===== src/rtl/dac_fe_pkg.sv =====
package dac_fe_pkg;
   parameter int DEF_DATA_W = 8;
   parameter int DEF_SEL_W  = 4;
   parameter int DEF_NUM_CH = 12;

   // address 0 is reserved as a no-op, so the field reaches 2**w - 1 channels
   function automatic int max_channels(input int sel_w);
      return (1 << sel_w) - 1;
   endfunction
endpackage


===== src/rtl/dac_fe_edge.sv =====
module dac_fe_edge (
   input  logic clk,
   input  logic rst_n,
   input  logic lvl,
   output logic rise
);
   logic prev_q;

   always_ff @(posedge clk or negedge rst_n) begin
      if (!rst_n) prev_q <= 1'b0;
      else        prev_q <= lvl;
   end

   assign rise = lvl & ~prev_q;
endmodule


===== src/rtl/dac_fe_shifter.sv =====
module dac_fe_shifter #(
   parameter int FRAME_W = 12
) (
   input  logic               clk,
   input  logic               rst_n,
   input  logic               shift_en,
   input  logic               din,
   output logic [FRAME_W-1:0] frame,
   output logic               dout
);
   // newest bit enters at index 0, oldest sits at FRAME_W-1
   always_ff @(posedge clk or negedge rst_n) begin
      if (!rst_n)        frame <= '0;
      else if (shift_en) frame <= {frame[FRAME_W-2:0], din};
   end

   assign dout = frame[FRAME_W-1];
endmodule


===== src/rtl/dac_fe_decode.sv =====
module dac_fe_decode #(
   parameter int DATA_W  = 8,
   parameter int SEL_W   = 4,
   parameter int NUM_CH  = 12,
   localparam int FRAME_W = DATA_W + SEL_W
) (
   input  logic [FRAME_W-1:0] frame,
   input  logic               load_stb,
   output logic [NUM_CH-1:0]  wr_en,
   output logic [DATA_W-1:0]  wr_data
);
   logic [SEL_W-1:0] sel_code;

   // lowest address bit in the frame is the most significant select bit
   always_comb begin
      for (int i = 0; i < SEL_W; i++) begin
         sel_code[SEL_W-1-i] = frame[DATA_W+i];
      end
   end

   assign wr_data = frame[DATA_W-1:0];

   for (genvar ch = 0; ch < NUM_CH; ch++) begin : g_sel
      assign wr_en[ch] = load_stb && (sel_code == SEL_W'(ch + 1));
   end
endmodule


===== src/rtl/dac_fe_latch.sv =====
module dac_fe_latch #(
   parameter int DATA_W = 8,
   localparam int STEP_W = DATA_W + 1
) (
   input  logic              clk,
   input  logic              rst_n,
   input  logic              wr,
   input  logic [DATA_W-1:0] din,
   output logic [DATA_W-1:0] code,
   output logic [STEP_W-1:0] step
);
   always_ff @(posedge clk or negedge rst_n) begin
      if (!rst_n)  code <= '0;
      else if (wr) code <= din;
   end

   assign step = {1'b0, code} + STEP_W'(1);
endmodule


===== src/rtl/serial_dac_frontend.sv =====
module serial_dac_frontend
   import dac_fe_pkg::*;
#(
   parameter int DATA_W = DEF_DATA_W,
   parameter int SEL_W  = DEF_SEL_W,
   parameter int NUM_CH = DEF_NUM_CH
) (
   input  logic                           clk,
   input  logic                           rst_n,
   input  logic                           ser_in,
   input  logic                           shift_clk,
   input  logic                           load,
   output logic                           ser_out,
   output logic [NUM_CH*DATA_W-1:0]       chan_code,
   output logic [NUM_CH*(DATA_W+1)-1:0]   chan_step
);
   localparam int FRAME_W = DATA_W + SEL_W;
   localparam int STEP_W  = DATA_W + 1;

   if (DATA_W < 1) begin : g_bad_data_w
      $error("serial_dac_frontend: DATA_W must be at least 1");
   end
   if (SEL_W < 1 || SEL_W > 8) begin : g_bad_sel_w
      $error("serial_dac_frontend: SEL_W must be 1 to 8");
   end
   if (NUM_CH < 1 || NUM_CH > max_channels(SEL_W)) begin : g_bad_num_ch
      $error("serial_dac_frontend: NUM_CH does not fit the select field");
   end

   logic               sh_rise;
   logic               ld_rise;
   logic [FRAME_W-1:0] frame_q;
   logic [NUM_CH-1:0]  wr_en;
   logic [DATA_W-1:0]  wr_data;

   dac_fe_edge u_sh_edge (
      .clk  (clk),
      .rst_n(rst_n),
      .lvl  (shift_clk),
      .rise (sh_rise)
   );

   dac_fe_edge u_ld_edge (
      .clk  (clk),
      .rst_n(rst_n),
      .lvl  (load),
      .rise (ld_rise)
   );

   dac_fe_shifter #(.FRAME_W(FRAME_W)) u_shift (
      .clk     (clk),
      .rst_n   (rst_n),
      .shift_en(sh_rise),
      .din     (ser_in),
      .frame   (frame_q),
      .dout    (ser_out)
   );

   dac_fe_decode #(.DATA_W(DATA_W), .SEL_W(SEL_W), .NUM_CH(NUM_CH)) u_dec (
      .frame   (frame_q),
      .load_stb(ld_rise),
      .wr_en   (wr_en),
      .wr_data (wr_data)
   );

   for (genvar ch = 0; ch < NUM_CH; ch++) begin : g_ch
      dac_fe_latch #(.DATA_W(DATA_W)) u_latch (
         .clk  (clk),
         .rst_n(rst_n),
         .wr   (wr_en[ch]),
         .din  (wr_data),
         .code (chan_code[ch*DATA_W +: DATA_W]),
         .step (chan_step[ch*STEP_W +: STEP_W])
      );
   end
endmodule


===== config.mk =====
export PLATFORM = sky130hd
export DESIGN_NAME = serial_dac_frontend
export DESIGN_NICKNAME = d
export VERILOG_FILES = /design/src/rtl/dac_fe_pkg.sv /design/src/rtl/dac_fe_edge.sv /design/src/rtl/dac_fe_shifter.sv /design/src/rtl/dac_fe_decode.sv /design/src/rtl/dac_fe_latch.sv /design/src/rtl/serial_dac_frontend.sv
export SDC_FILE = /design/constraint.sdc
export NUM_CORES = 1
export LEC_CHECK = 0
export ABC_AREA = 1
export BUFFER_PORTS_ARGS = -buffer_cell sky130_fd_sc_hd__buf_4
export CAP_MARGIN = 20
export CORE_MARGIN = 2
export CORE_UTILIZATION = 55
export DETAILED_ROUTE_END_ITERATION = 12
export PLACE_DENSITY = 0.84
export SETUP_SLACK_MARGIN = 0.3
export SYNTH_ARGS = -nofsm -noshare
export SYNTH_HDL_FRONTEND = slang
export SYNTH_SLANG_ARGS = --single-unit

===== constraint.sdc =====
create_clock -name clk -period 3.4 [get_ports clk]
set_clock_uncertainty 0.05 [all_clocks]
set_input_delay 0.17 -clock clk [delete_from_list [all_inputs] [get_ports clk]]
set_output_delay 0.17 -clock clk [all_outputs]
set_load 0.02 [all_outputs]

==> impl_results.html <==
<table>
<tr><th>Metric</th><th>Value</th></tr>
<tr><th colspan="2">Status</th></tr>
<tr><td>Status</td><td>completed</td></tr>
<tr><th colspan="2">Yosys</th></tr>
<tr><td>Portion of synthesized cell area occupied by the leading cell type</td><td>44.9%</td></tr>
<tr><td>Per-instance average area after synthesis</td><td>7.16 um2</td></tr>
<tr><td>Net count after synthesis</td><td>874</td></tr>
<tr><td>Largest cells by area after synthesis</td><td>dfrtp_1 45%, nand2_1 21%, nand3_1 12%, inv_1 5.0%, xor2_1 4.0%</td></tr>
<tr><td>Unique masters post-synth</td><td>20</td></tr>
<tr><td>Count of warnings emitted by yosys</td><td>0</td></tr>
<tr><td>Synth Register Bits</td><td>110</td></tr>
<tr><td>Post-synth design cell area</td><td>0.00614 mm2</td></tr>
<tr><td>Instance count of the mapped netlist</td><td>between 800 and 900</td></tr>
<tr><td>Part of the Yosys area used for sequential elements</td><td>approximately 45%</td></tr>
<tr><td>Cell taking the most area after synthesis</td><td>dfrtp_1</td></tr>
<tr><th colspan="2">Detailed routing</th></tr>
<tr><td>TritonRoute pass-1 iters</td><td>5</td></tr>
<tr><td>Antenna-violating nets left</td><td>0</td></tr>
<tr><td>Average wire length per cell after detail routing</td><td>approximately 14 um</td></tr>
<tr><td>Post-Route WL</td><td>between 15000 and 20000 um</td></tr>
<tr><td>Vias per cell</td><td>5.29</td></tr>
<tr><td>First DRT Iteration DRCs</td><td>485</td></tr>
<tr><td>Number of vias after detailed routing</td><td>6381</td></tr>
<tr><td>DRC violation count after routing</td><td>0</td></tr>
<tr><th colspan="2">Power and ir drop</th></tr>
<tr><td>Total power of the final layout</td><td>just over 5000 uW</td></tr>
<tr><td>Peak ir drop on the vdd network</td><td>between 0.4 and 0.5 mV</td></tr>
<tr><td>Power density over the cells</td><td>~620 mW/mm2</td></tr>
<tr><td>Leakage Power</td><td>0.00465 uW</td></tr>
<tr><th colspan="2">Die</th></tr>
<tr><td>Starting density of the core</td><td>56.6%</td></tr>
<tr><td>Die height</td><td>110 um</td></tr>
<tr><td>Total core area</td><td>0.0108 mm2</td></tr>
<tr><td>Horizontal extent of the die</td><td>110 um</td></tr>
<tr><td>Ports</td><td>210</td></tr>
<tr><td>Number of core rows</td><td>38</td></tr>
<tr><td>Die Footprint</td><td>0.0120 mm2</td></tr>
<tr><th colspan="2">Global routing</th></tr>
<tr><td>Largest net degree at the start of global routing</td><td>73</td></tr>
<tr><td>GRT Overall Usage</td><td>28.7%</td></tr>
<tr><td>Global-route congestion overflow total</td><td>0</td></tr>
<tr><td>Wire length of the first global-routing pass</td><td>27300 um</td></tr>
<tr><td>Via count of the first global-routing pass</td><td>roughly 5500</td></tr>
<tr><td>Number of antenna violations at the first check in global routing</td><td>0</td></tr>
<tr><th colspan="2">Timing</th></tr>
<tr><td>Upper clock frequency limit</td><td>482 MHz</td></tr>
<tr><td>Crit path time final</td><td>2070 ps</td></tr>
<tr><td>Tightest slew margin relative to the limit</td><td>between 40% and 50%</td></tr>
<tr><td>Portion of the clock cycle consumed by the worst path in the final layout</td><td>61.0%</td></tr>
<tr><td>Transition at the pin with the smallest max-transition slack</td><td>899 ps</td></tr>
<tr><td>Final hold viol count</td><td>0</td></tr>
<tr><td>PnR worst setup slack</td><td>1330 ps</td></tr>
<tr><td>Setup total negative slack</td><td>0 ps</td></tr>
<tr><td># setup viols final</td><td>0</td></tr>
<tr><td>Number of pins with negative max-slew slack in the final report</td><td>0</td></tr>
<tr><td>Setup repair after global routing missed its margin</td><td>no</td></tr>
<tr><th colspan="2">Worst setup path</th></tr>
<tr><td>Critical path launch point type</td><td>flip-flop</td></tr>
<tr><td>Kind of end point of the critical path</td><td>flip-flop</td></tr>
<tr><td>Critical path, cell by cell</td><td>inv_1, nor2_4, nand3_1, nand2_1, nand2_1</td></tr>
<tr><td>Peak per-stage delay on the critical path</td><td>approximately 630 ps</td></tr>
<tr><td>Setup Crit Path Kind</td><td>reg -&gt; reg</td></tr>
<tr><td>WP data required</td><td>3630 ps</td></tr>
<tr><td>Maximum fanout count along the critical path</td><td>36</td></tr>
<tr><td>Dominant delay contributor by cell family on the critical path</td><td>simple AND/OR/NAND/NOR gates</td></tr>
<tr><td>Arrival time worst endpoint</td><td>2300 ps</td></tr>
<tr><td>Buf+Inv Stages, Crit Path</td><td>1</td></tr>
<tr><td>Slowest stage cell, crit path</td><td>nor2_4</td></tr>
<tr><td>Most used cell, CP</td><td>nand2_1</td></tr>
<tr><th colspan="2">Clock network</th></tr>
<tr><td>H-tree depth</td><td>3</td></tr>
<tr><td>Root Buffer Master</td><td>clkbuf_8</td></tr>
<tr><td>Latest clock arrival within the worst-skew pair</td><td>370 ps</td></tr>
<tr><td>TritonCTS clock tree</td><td>yes</td></tr>
<tr><td>Hold_buf cts</td><td>4</td></tr>
<tr><td>Total clock buffers created by CTS</td><td>9</td></tr>
<tr><td>Post-CTS setup buffers</td><td>0</td></tr>
<tr><td>Number of buffers on the longest clock path</td><td>2</td></tr>
<tr><td>CTS clock-pin slew for the worst setup and hold paths</td><td>110 ps</td></tr>
<tr><td>Number of gates given a new drive strength after cts</td><td>0</td></tr>
<tr><td>Number of clock sinks</td><td>110</td></tr>
<tr><th colspan="2">Final layout</th></tr>
<tr><td>Leading cell types in the layout, fill and taps excluded</td><td>349 x nand2_1, 216 x buf_4, 152 x nand3_1, 110 x dfrtp_1, 82 x inv_1</td></tr>
<tr><td>Layout overhead on the synthesized area</td><td>31.2%</td></tr>
<tr><td>Most common library cell in the layout ignoring fill and taps</td><td>nand2_1</td></tr>
<tr><td>Fraction of final layout cells sized beyond drive strength 1</td><td>22.0%</td></tr>
<tr><td>NumNets Final</td><td>~1100</td></tr>
<tr><td>Number of antenna diodes</td><td>0</td></tr>
<tr><th colspan="2">Min path</th></tr>
<tr><td>Class of the tightest hold or removal check</td><td>in -&gt; async</td></tr>
<tr><th colspan="2">Place</th></tr>
<tr><td>Routability Congestion</td><td>about 0.84</td></tr>
<tr><td>Final HPWL from detailed placement</td><td>12200 um</td></tr>
<tr><td>Pre-CTS setup slack</td><td>1330 ps</td></tr>
<tr><td>Number of buffers inserted by port buffering</td><td>209</td></tr>
<tr><th colspan="2">Job</th></tr>
<tr><td>Reported max-cap violation count</td><td>0</td></tr>
</table>
[layer usage]
metal  track usage [%]  vias to the layer above  wire length, um
met2              48.3                      267             8510
li1                  -                     3112                -
met4              8.05                        0              220
met5                 0                        -                0
met1              38.2                     2984             7100
met3              5.28                       18             1310
[final timing paths]
kind | start | endpoint | slack [ps] | cells after the start
max | u_shift.frame[8]$_DFFE_PN0P_ | g_ch[10].u_latch.code[3]$_DFFE_PN0P_ | 1330 | 5
min | rst_n | g_ch[10].u_latch.code[0]$_DFFE_PN0P_ | 390 | 2
max reg2reg | u_shift.frame[8]$_DFFE_PN0P_ | g_ch[10].u_latch.code[3]$_DFFE_PN0P_ | 1330 | 5
min reg2reg | g_ch[2].u_latch.code[7]$_DFFE_PN0P_ | g_ch[2].u_latch.code[7]$_DFFE_PN0P_ | 480 | 2
max in group asynchronous | rst_n | g_ch[2].u_latch.code[4]$_DFFE_PN0P_ | 2030 | 3
min in group clk | load | u_ld_edge.prev_q$_DFF_PN0_ | 420 | 2
[synth_stat cells (all sizes together)]
cell and n:
clkinv 2, inv 82, xor2 28, nand2 349, nor2 53, nand4 4, nand3 152, a21oi 1
clkbuf 9, ha 12, buf 18, xnor2 6, nand3b 5, nor3 8, nor3b 1, dfrtp 110
o21ai 17
[power breakdown]
group / total, uW / leakage, uW / internal (uW) / switching [uW]
Combinational: 2160 / 0.00305 / 873 / 1280
Clock: 835 / 0.000108 / 373 / 461
Sequential: 2040 / 0.00149 / 1560 / 479
[final cells by class]
type	count	area [um2]
clock buffer	10	138
clock inverter	6	73.8
fill	911	2790
inverter	84	315
multi-input combinational	636	2940
sequential	110	2750
tap	140	175
timing repair buffer	220	1660
[flip-flops by register name (all words and copies together), names as in the netlist]
signal and count:
u_ld_edge.prev_q 1, u_shift.frame 12, u_sh_edge.prev_q 1, g_ch.u_latch.code 96
[logic make-up (layout without fill, tap and decap cells)]
kind of cell,Yosys count,after routing,share of synthesized area [%]
simple gates,572,572,39.1
compound gates,18,18,1.47
xor+xnor,34,34,4.85
fa+ha+maj,12,12,2.45
flops,110,110,44.9
buf+inv,111,320,7.32
[per-stage QoR]
stage | hold slack, ps | util, % | instances | instance area (um2)
2_1_floorplan | -176 | - | 857 | 6140
3_3_place_gp | 256 | 72.0 | 1186 | 7800
3_5_place_dp | 257 | 72.0 | 1186 | 7800
4_1_cts | 411 | 74.3 | 1206 | 8050
5_1_grt | 405 | 74.3 | 1206 | 8050
6_report | 390 | 74.3 | 1206 | 8050
(Power assumes the default switching activity.)
